## src/rtl/sqf_pkg.sv

```systemverilog
package sqf_pkg;

    typedef enum logic [1:0] {
        VERDICT_NONE  = 2'd0,
        VERDICT_FWD   = 2'd1,
        VERDICT_CACHE = 2'd2,
        VERDICT_WAIT  = 2'd3
    } verdict_e;

    typedef enum logic {
        DRAIN_IDLE = 1'b0,
        DRAIN_SEND = 1'b1
    } drain_state_e;

endpackage

```

## src/rtl/sqf_entry_array.sv

```systemverilog
module sqf_entry_array #(
    parameter int DEPTH  = 8,
    parameter int ADDR_W = 32,
    parameter int DATA_W = 32,
    parameter int IDX_W  = $clog2(DEPTH)
) (
    input  logic                          clk,
    input  logic                          rst_n,
    input  logic                          alloc_en,
    input  logic [IDX_W-1:0]              alloc_idx,
    input  logic                          free_en,
    input  logic [IDX_W-1:0]              free_idx,
    input  logic                          sta_en,
    input  logic [IDX_W-1:0]              sta_idx,
    input  logic [ADDR_W-1:0]             sta_addr,
    input  logic                          std_en,
    input  logic [IDX_W-1:0]              std_idx,
    input  logic [DATA_W-1:0]             std_data,
    output logic [DEPTH-1:0]              busy,
    output logic [DEPTH-1:0]              addr_ok,
    output logic [DEPTH-1:0]              data_ok,
    output logic [DEPTH-1:0][ADDR_W-1:0]  addr_q,
    output logic [DEPTH-1:0][DATA_W-1:0]  data_q
);

    for (genvar i = 0; i < DEPTH; i++) begin : g_entry
        logic hit_alloc;
        logic hit_free;
        logic hit_sta;
        logic hit_std;

        assign hit_alloc = alloc_en && (alloc_idx == IDX_W'(i));
        assign hit_free  = free_en  && (free_idx  == IDX_W'(i));
        assign hit_sta   = sta_en   && (sta_idx   == IDX_W'(i)) && busy[i];
        assign hit_std   = std_en   && (std_idx   == IDX_W'(i)) && busy[i];

        always_ff @(posedge clk) begin
            if (!rst_n) begin
                busy[i]    <= 1'b0;
                addr_ok[i] <= 1'b0;
                data_ok[i] <= 1'b0;
                addr_q[i]  <= '0;
                data_q[i]  <= '0;
            end else if (hit_alloc) begin
                // a reused slot starts unknown
                busy[i]    <= 1'b1;
                addr_ok[i] <= 1'b0;
                data_ok[i] <= 1'b0;
            end else begin
                if (hit_free) begin
                    busy[i] <= 1'b0;
                end
                if (hit_sta) begin
                    addr_ok[i] <= 1'b1;
                    addr_q[i]  <= sta_addr;
                end
                if (hit_std) begin
                    data_ok[i] <= 1'b1;
                    data_q[i]  <= std_data;
                end
            end
        end
    end


    alloc_free_slot_chk: assert property (@(posedge clk) disable iff (!rst_n)
        alloc_en |-> !busy[alloc_idx]);


    free_busy_slot_chk: assert property (@(posedge clk) disable iff (!rst_n)
        free_en |-> busy[free_idx]);

endmodule

```

## src/rtl/sqf_age_search.sv

```systemverilog
module sqf_age_search
    import sqf_pkg::*;
#(
    parameter int DEPTH  = 8,
    parameter int ADDR_W = 32,
    parameter int DATA_W = 32,
    parameter int IDX_W  = $clog2(DEPTH),
    parameter int PTR_W  = IDX_W + 1
) (
    input  logic                          clk,
    input  logic                          rst_n,
    input  logic                          ld_valid,
    input  logic [ADDR_W-1:0]             ld_addr,
    input  logic [PTR_W-1:0]              ld_pos,
    input  logic [PTR_W-1:0]              head_ptr,
    input  logic [PTR_W-1:0]              tail_ptr,
    input  logic [DEPTH-1:0]              busy,
    input  logic [DEPTH-1:0]              addr_ok,
    input  logic [DEPTH-1:0]              data_ok,
    input  logic [DEPTH-1:0][ADDR_W-1:0]  addr_q,
    input  logic [DEPTH-1:0][DATA_W-1:0]  data_q,
    output verdict_e                      verdict,
    output logic [DATA_W-1:0]             fwd_data
);

    logic [PTR_W-1:0] held;
    logic [PTR_W-1:0] older_raw;
    logic [PTR_W-1:0] older;
    logic [IDX_W-1:0] head_idx;

    assign held      = tail_ptr - head_ptr;
    assign older_raw = ld_pos - head_ptr;
    assign older     = (older_raw > held) ? held : older_raw;
    assign head_idx  = head_ptr[IDX_W-1:0];

    // entries re-ordered by age: rank 0 is the head
    logic [DEPTH-1:0]             rank_unknown;
    logic [DEPTH-1:0]             rank_hit;
    logic [DEPTH-1:0]             rank_ready;
    logic [DEPTH-1:0][DATA_W-1:0] rank_data;

    for (genvar k = 0; k < DEPTH; k++) begin : g_rank
        logic [IDX_W-1:0] slot;
        logic             in_scope;

        assign slot            = head_idx + IDX_W'(k);
        assign in_scope        = busy[slot] && (PTR_W'(k) < older);
        assign rank_unknown[k] = in_scope && !addr_ok[slot];
        assign rank_hit[k]     = in_scope && addr_ok[slot] && (addr_q[slot] == ld_addr);
        assign rank_ready[k]   = data_ok[slot];
        assign rank_data[k]    = data_q[slot];
    end

    logic              found_hit;
    logic              found_unknown;
    logic              hit_ready;
    logic [DATA_W-1:0] hit_data;

    // scan from oldest to youngest: a younger event overrides an older one
    always_comb begin
        found_hit     = 1'b0;
        found_unknown = 1'b0;
        hit_ready     = 1'b0;
        hit_data      = '0;
        for (int k = 0; k < DEPTH; k++) begin
            if (rank_unknown[k]) begin
                found_unknown = 1'b1;
            end else if (rank_hit[k]) begin
                found_hit     = 1'b1;
                found_unknown = 1'b0;
                hit_ready     = rank_ready[k];
                hit_data      = rank_data[k];
            end
        end
    end

    always_comb begin
        if (!ld_valid) begin
            verdict = VERDICT_NONE;
        end else if (found_unknown) begin
            verdict = VERDICT_WAIT;
        end else if (found_hit) begin
            verdict = hit_ready ? VERDICT_FWD : VERDICT_WAIT;
        end else begin
            verdict = VERDICT_CACHE;
        end
    end

    assign fwd_data = (verdict == VERDICT_FWD) ? hit_data : '0;


    fwd_needs_older_chk: assert property (@(posedge clk) disable iff (!rst_n)
        (verdict == VERDICT_FWD) |-> (older != '0));


    empty_goes_cache_chk: assert property (@(posedge clk) disable iff (!rst_n)
        (ld_valid && held == '0) |-> (verdict == VERDICT_CACHE));

endmodule

```

## src/rtl/sqf_drain_fsm.sv

```systemverilog
module sqf_drain_fsm
    import sqf_pkg::*;
#(
    parameter int IDX_W = 3,
    parameter int PTR_W = IDX_W + 1
) (
    input  logic             clk,
    input  logic             rst_n,
    input  logic             retire_valid,
    input  logic [PTR_W-1:0] tail_ptr,
    input  logic             cache_wr_ready,
    output logic [PTR_W-1:0] head_ptr,
    output logic [PTR_W-1:0] commit_ptr,
    output logic             pop,
    output logic             cache_wr_valid
);

    drain_state_e state_q;
    drain_state_e state_d;
    logic         commit_fire;
    logic         more_after_pop;

    assign commit_fire    = retire_valid && (commit_ptr != tail_ptr);
    assign more_after_pop = (head_ptr + PTR_W'(1)) != commit_ptr;

    // state register
    always_ff @(posedge clk) begin
        if (!rst_n) begin
            state_q <= DRAIN_IDLE;
        end else begin
            state_q <= state_d;
        end
    end

    // transitions
    always_comb begin
        state_d = state_q;
        unique case (state_q)
            DRAIN_IDLE: if (commit_ptr != head_ptr) state_d = DRAIN_SEND;
            DRAIN_SEND: if (cache_wr_ready && !more_after_pop) state_d = DRAIN_IDLE;
            default:    state_d = DRAIN_IDLE;
        endcase
    end

    // outputs
    always_comb begin
        cache_wr_valid = 1'b0;
        pop            = 1'b0;
        unique case (state_q)
            DRAIN_IDLE: ;
            DRAIN_SEND: begin
                cache_wr_valid = 1'b1;
                pop            = cache_wr_ready;
            end
            default: ;
        endcase
    end

    always_ff @(posedge clk) begin
        if (!rst_n) begin
            head_ptr   <= '0;
            commit_ptr <= '0;
        end else begin
            if (pop)         head_ptr   <= head_ptr + PTR_W'(1);
            if (commit_fire) commit_ptr <= commit_ptr + PTR_W'(1);
        end
    end


    drain_hold_chk: assert property (@(posedge clk) disable iff (!rst_n)
        (cache_wr_valid && !cache_wr_ready) |=> (cache_wr_valid && $stable(head_ptr)));


    drain_committed_chk: assert property (@(posedge clk) disable iff (!rst_n)
        cache_wr_valid |-> (head_ptr != commit_ptr));

endmodule

```

## src/rtl/store_fwd_queue.sv

```systemverilog
module store_fwd_queue
    import sqf_pkg::*;
#(
    parameter int DEPTH  = 8,
    parameter int ADDR_W = 32,
    parameter int DATA_W = 32,
    parameter int IDX_W  = $clog2(DEPTH),
    parameter int PTR_W  = IDX_W + 1
) (
    input  logic              clk,
    input  logic              rst_n,
    input  logic              alloc_valid,
    output logic              alloc_ready,
    output logic [PTR_W-1:0]  alloc_ptr,
    input  logic              sta_valid,
    input  logic [IDX_W-1:0]  sta_idx,
    input  logic [ADDR_W-1:0] sta_addr,
    input  logic              std_valid,
    input  logic [IDX_W-1:0]  std_idx,
    input  logic [DATA_W-1:0] std_data,
    input  logic              retire_valid,
    input  logic              ld_valid,
    input  logic [ADDR_W-1:0] ld_addr,
    input  logic [PTR_W-1:0]  ld_pos,
    output logic [1:0]        ld_verdict,
    output logic [DATA_W-1:0] ld_data,
    output logic              cache_wr_valid,
    input  logic              cache_wr_ready,
    output logic [ADDR_W-1:0] cache_wr_addr,
    output logic [DATA_W-1:0] cache_wr_data
);

    localparam logic [PTR_W-1:0] FULL_COUNT = PTR_W'(DEPTH);

    logic [PTR_W-1:0] tail_ptr;
    logic [PTR_W-1:0] head_ptr;
    logic [PTR_W-1:0] commit_ptr;
    logic [PTR_W-1:0] held;
    logic             alloc_fire;
    logic             pop;

    logic [DEPTH-1:0]             busy;
    logic [DEPTH-1:0]             addr_ok;
    logic [DEPTH-1:0]             data_ok;
    logic [DEPTH-1:0][ADDR_W-1:0] addr_q;
    logic [DEPTH-1:0][DATA_W-1:0] data_q;
    verdict_e                     verdict;

    assign held        = tail_ptr - head_ptr;
    assign alloc_ready = (held != FULL_COUNT);
    assign alloc_fire  = alloc_valid && alloc_ready;
    assign alloc_ptr   = tail_ptr;

    always_ff @(posedge clk) begin
        if (!rst_n) begin
            tail_ptr <= '0;
        end else if (alloc_fire) begin
            tail_ptr <= tail_ptr + PTR_W'(1);
        end
    end

    sqf_entry_array #(
        .DEPTH (DEPTH),
        .ADDR_W(ADDR_W),
        .DATA_W(DATA_W),
        .IDX_W (IDX_W)
    ) u_entries (
        .clk      (clk),
        .rst_n    (rst_n),
        .alloc_en (alloc_fire),
        .alloc_idx(tail_ptr[IDX_W-1:0]),
        .free_en  (pop),
        .free_idx (head_ptr[IDX_W-1:0]),
        .sta_en   (sta_valid),
        .sta_idx  (sta_idx),
        .sta_addr (sta_addr),
        .std_en   (std_valid),
        .std_idx  (std_idx),
        .std_data (std_data),
        .busy     (busy),
        .addr_ok  (addr_ok),
        .data_ok  (data_ok),
        .addr_q   (addr_q),
        .data_q   (data_q)
    );

    sqf_age_search #(
        .DEPTH (DEPTH),
        .ADDR_W(ADDR_W),
        .DATA_W(DATA_W),
        .IDX_W (IDX_W),
        .PTR_W (PTR_W)
    ) u_search (
        .clk     (clk),
        .rst_n   (rst_n),
        .ld_valid(ld_valid),
        .ld_addr (ld_addr),
        .ld_pos  (ld_pos),
        .head_ptr(head_ptr),
        .tail_ptr(tail_ptr),
        .busy    (busy),
        .addr_ok (addr_ok),
        .data_ok (data_ok),
        .addr_q  (addr_q),
        .data_q  (data_q),
        .verdict (verdict),
        .fwd_data(ld_data)
    );

    assign ld_verdict = verdict;

    sqf_drain_fsm #(
        .IDX_W(IDX_W),
        .PTR_W(PTR_W)
    ) u_drain (
        .clk           (clk),
        .rst_n         (rst_n),
        .retire_valid  (retire_valid),
        .tail_ptr      (tail_ptr),
        .cache_wr_ready(cache_wr_ready),
        .head_ptr      (head_ptr),
        .commit_ptr    (commit_ptr),
        .pop           (pop),
        .cache_wr_valid(cache_wr_valid)
    );

    assign cache_wr_addr = addr_q[head_ptr[IDX_W-1:0]];
    assign cache_wr_data = data_q[head_ptr[IDX_W-1:0]];


    count_bound_chk: assert property (@(posedge clk) disable iff (!rst_n)
        held <= FULL_COUNT);


    commit_window_chk: assert property (@(posedge clk) disable iff (!rst_n)
        (commit_ptr - head_ptr) <= held);


    full_blocks_alloc_chk: assert property (@(posedge clk) disable iff (!rst_n)
        (alloc_valid && held == FULL_COUNT) |=> $stable(alloc_ptr));

endmodule

```

## config.mk

```make
export PLATFORM = sky130hd
export DESIGN_NAME = store_fwd_queue
export DESIGN_NICKNAME = d
export VERILOG_FILES = /design/src/rtl/sqf_pkg.sv /design/src/rtl/sqf_entry_array.sv /design/src/rtl/sqf_age_search.sv /design/src/rtl/sqf_drain_fsm.sv /design/src/rtl/store_fwd_queue.sv
export SDC_FILE = /design/constraint.sdc
export NUM_CORES = 2
export LEC_CHECK = 0
export BUFFER_PORTS_ARGS = -buffer_cell sky130_fd_sc_hd__buf_2
export CAP_MARGIN = 25
export CORE_ASPECT_RATIO = 1.25
export CORE_MARGIN = 3
export CORE_UTILIZATION = 50
export DETAILED_ROUTE_END_ITERATION = 12
export PLACE_DENSITY = 0.75
export SYNTH_ARGS = -nofsm -noshare
export SYNTH_HDL_FRONTEND = slang
export SYNTH_HIERARCHICAL = 1
export SYNTH_SLANG_ARGS = --single-unit
export TNS_END_PERCENT = 10
```

## constraint.sdc

```tcl
create_clock -name clk -period 14.3 [get_ports clk]
set_input_delay 1.43 -clock clk [delete_from_list [all_inputs] [get_ports clk]]
set_output_delay 1.43 -clock clk [all_outputs]
set_load 0.05 [all_outputs]
```

==> results_dict.tcl <==
set metrics [dict create \
    tns_ps 0 \
    holdPathStages 2 \
    rr_startpoint "u_drain/head_ptr[2]" \
    drcViolationCount 0 \
    ys.flop_type "dfxtp_1" \
    endpoint_kind "primary output" \
    die_w_um 295 \
    cts-root-buf "clkbuf_16" \
    synth_edf_count 0 \
    start_kind "flop" \
    synth_fa_ha_area_share_pct 0.509 \
    fin_worst_hold_slack_ps 513 \
    maxCapViolCount 0 \
    portBuffers 217 \
    switchingPower_uw 1580 \
    synth_nets 5474 \
    layout-drive-gt1-share_pct 23.4 \
    synth_mux_area_share_pct 43.6 \
    async_flop_share_pct 0 \
    yosys.area_share.simple_pct 15.8 \
    fin_crit_sh_pct 75.3 \
    rows 131 \
    firstDrtPassIters 6 \
    status "finished clean" \
    overflow 0 \
    worstMarginPinSlew_ps 1260 \
    core_um2 103000 \
    rsz0062_at_grt "false" \
    p_total_uw 4750 \
    antenna_found_initial 18 \
    grt_util_all_layers_pct 40.7 \
    seqCellArea_um2 11000 \
    die_h_um 367 \
    cts_resized 0 \
    grt_pass1_wl_um 322000 \
    grt_max_degree 164 \
    whs_endpoint "u_entries/data_q[46]" \
    cts_sinks 549 \
    fillCellCount 9005 \
    path_max_fanout 153 \
    pwr-share-comb_pct 27.4 \
    cts_setup_buffers 0 \
    initial_core_util_pct 50.7 \
    reg2reg_to "u_entries/addr_q[112]" \
    drt-initial-drc-count 5693 \
    power.density_nw_per_um2 85.1 \
    synth_xor_area_share_pct 3.43 \
    internal_power_uw 3170 \
    syn_area_um2 52100 \
    r2r_cells 14 \
    dr_total_vias 47657 \
    cts_hold_buf 0 \
    reg2reg_slack_ps 7690 \
    hold_start "u_entries/data_q[46]" \
    required_ps 12870 \
    synth_top_family_by_area "multiplexers" \
    crit_path_top_delay_cell "a2111oi_0" \
    finClkSkew_ps 33.8 \
    critical_path_class "reg -> out" \
    vias_per_cell 7.20 \
    clkPwrFrac_pct 39.7 \
    final_core_util_pct 54.3 \
    pin_count 218 \
    post-dp-hpwl_um 162000 \
    synth_cells 5340 \
    hold_path_class "reg -> reg" \
    setup_viol_count_final 0 \
    avgSynthCellArea_um2 9.75 \
    synth-seq-area-share_pct 21.1 \
    cp.arrival_ps 9340 \
    crit_top_cell "buf_4" \
    wirelength_um 225000 \
    area_growth_pct 7.18 \
    irDropWorstVdd_v 0.000103 \
    cts_buffers 61 \
    first_global_vias 45215 \
    cts_max_level 2 \
    path_cells "buf_12 > buf_4 > buf_4 > mux2i_1 > mux4_2 > xnor2_1 > nor4_1 > buf_4 > o211ai_1 > nor4_1 > and2_4 > buf_4 > a211o_1 > a21oi_1 > a2111oi_0 > a2111oi_2 > buf_2" \
    slew_headroom_pct 15.7 \
    hold_viol_final 0 \
    multiInputGateArea_um2 38400 \
    wl_per_cell_um 34.0 \
    clk_pin_slew_ps 70 \
    max_freq_mhz 92.8 \
    nets 5359 \
    slowest_delay_ps 910 \
    pwr-share-seq_pct 32.9 \
    ys_seq_elements 549 \
    die-area_um2 108000 \
    tritoncts "done" \
    clkLatencyLatePin_ps 680 \
    synth_compound_gate_area_share_pct 10.1 \
    place.gp.congestion 1.06 \
    period_minus_slack_ps 10770 \
    final_max_slew_viol_count 0 \
    ant_nets 0 \
    ys.warnings.count 6 \
    ctsLongestPathBuffers 3 \
    leakage_uw 0.0192 \
    switching_share_pct 33.2 \
    synth_cell_type_count 105 \
]
==> worst max path at each step <==
stage,cells past startpoint,to,slack [ps],start
floorplan,22,ld_data[0],5150,u_drain/head_ptr[2]
global placement,22,ld_data[31],4470,u_drain/head_ptr[0]
detailed placement,17,ld_data[0],4600,u_drain/head_ptr[1]
CTS,17,ld_data[0],3840,u_drain/head_ptr[1]
global route,17,ld_data[8],3280,u_drain/head_ptr[1]
finish,17,ld_data[13],3530,u_drain/head_ptr[1]
==> stage by stage <==
stage	std cells	setup WS (ps)	area, um^2
final	6621	3530	55800
after global routing	6609	3280	55800
after CTS	6601	3840	55600
after detailed placement	6486	4600	53200
after global placement	6484	4470	53200
after floorplan	5340	5150	52100
==> power by group through the flow <==
stage,Clock [uW],Sequential (uW),Combinational [uW]
2_1_floorplan,0,1600,947
3_3_place_gp,0,1590,1260
3_5_place_dp,0,1590,1260
4_1_cts,1910,1560,1270
5_1_grt,1960,1560,1360
6_report,1890,1560,1300
==> cell usage after synthesis (34+ instances only) <==
cell	instances	area share, %
buf_1	56	0.40
buf_2	167	1.6
xnor2_1	163	2.7
a211o_1	36	0.61
a2111oi_2	42	1.2
nand3_1	59	0.57
nor2_1	103	0.74
a2111oi_0	85	1.4
o22ai_1	55	0.66
a21oi_1	105	1.0
mux4_2	637	28
mux2_2	44	0.95
mux2i_1	774	15
nand2b_1	66	0.79
and3_1	50	0.60
clkbuf_1	207	1.5
xor2_1	39	0.66
dfxtp_1	549	21
inv_1	40	0.29
nand2_1	1347	9.7
a31oi_1	34	0.41
and2_1	65	0.78
a22oi_1	47	0.68
buf_6	34	0.74
o21ai_0	55	0.53
==> registers in the layout, indices dropped and copies added, names as in the netlist <==
signal	cells
u_entries/addr_ok	8
u_drain/head_ptr	4
u_entries/data_ok	8
u_entries/busy	8
u_entries/data_q	256
alloc_ptr	4
u_drain/commit_ptr	4
u_entries/addr_q	256
u_drain/state_q	1
==> area by class of cell <==
| class | instances | area share, % |
|---|---|---|
| inverters | 58 | 0.397 |
| repair buffers | 323 | 3.72 |
| well taps | 1330 | 2.98 |
| diodes | 14 | 0.0628 |
| multi-input cells | 4232 | 68.8 |
| clock buffers | 84 | 3.20 |
| clock inverters | 31 | 1.14 |
| flip-flops and latches | 549 | 19.7 |
==> cells in the final DEF (no fill, tap or decap), types with 15 or more instances in the layout <==
cell and instances:
o22ai_1 55, nand2_1 1347, a22oi_1 47, nor4_1 15
xnor2_1 160, mux4_2 637, or2_2 15, xor2_1 37
o211ai_1 18, inv_1 39, nor2b_1 24, or3_1 20
a2111oi_2 42, buf_4 92, and3_1 46, mux2i_1 774
clkbuf_16 62, a221oi_1 32, nor3_1 25, ha_1 17
o21ai_0 55, nand3_1 59, buf_2 217, nand2b_1 65
clkbuf_8 15, mux2_2 44, nand4_1 32, a2111oi_0 84
nor2_1 103, a211o_1 36, and2_1 63, dfxtp_1 546
a21oi_1 105, a31oi_1 34, bufinv_16 16
==> layer usage <==
| metal | up-vias | track usage (%) | part of all wire, % |
|---|---|---|---|
| li1 | 19973 | - | - |
| met1 | 23642 | 47.8 | 34 |
| met2 | 3226 | 66.2 | 46 |
| met3 | 806 | 8.47 | 10 |
| met4 | 10 | 28.8 | 9.1 |
| met5 | - | 0 | 0.032 |
==> cell families after synthesis <==
kind of cell	after synthesis
mux	1459
buf+inv	559
fa+ha+maj	20
compound gates	668
xor+xnor	203
simple gates	1882
flops	549
==> critical path: cells and delay by family, from the launching register on <==
family	cells	cell delay, ps
buf+inv	6	3680
simple gates	3	1550
mux	2	740
compound gates	5	1420
flops	1	540
xor+xnor	1	270
Power figures use the tool's default switching activity.
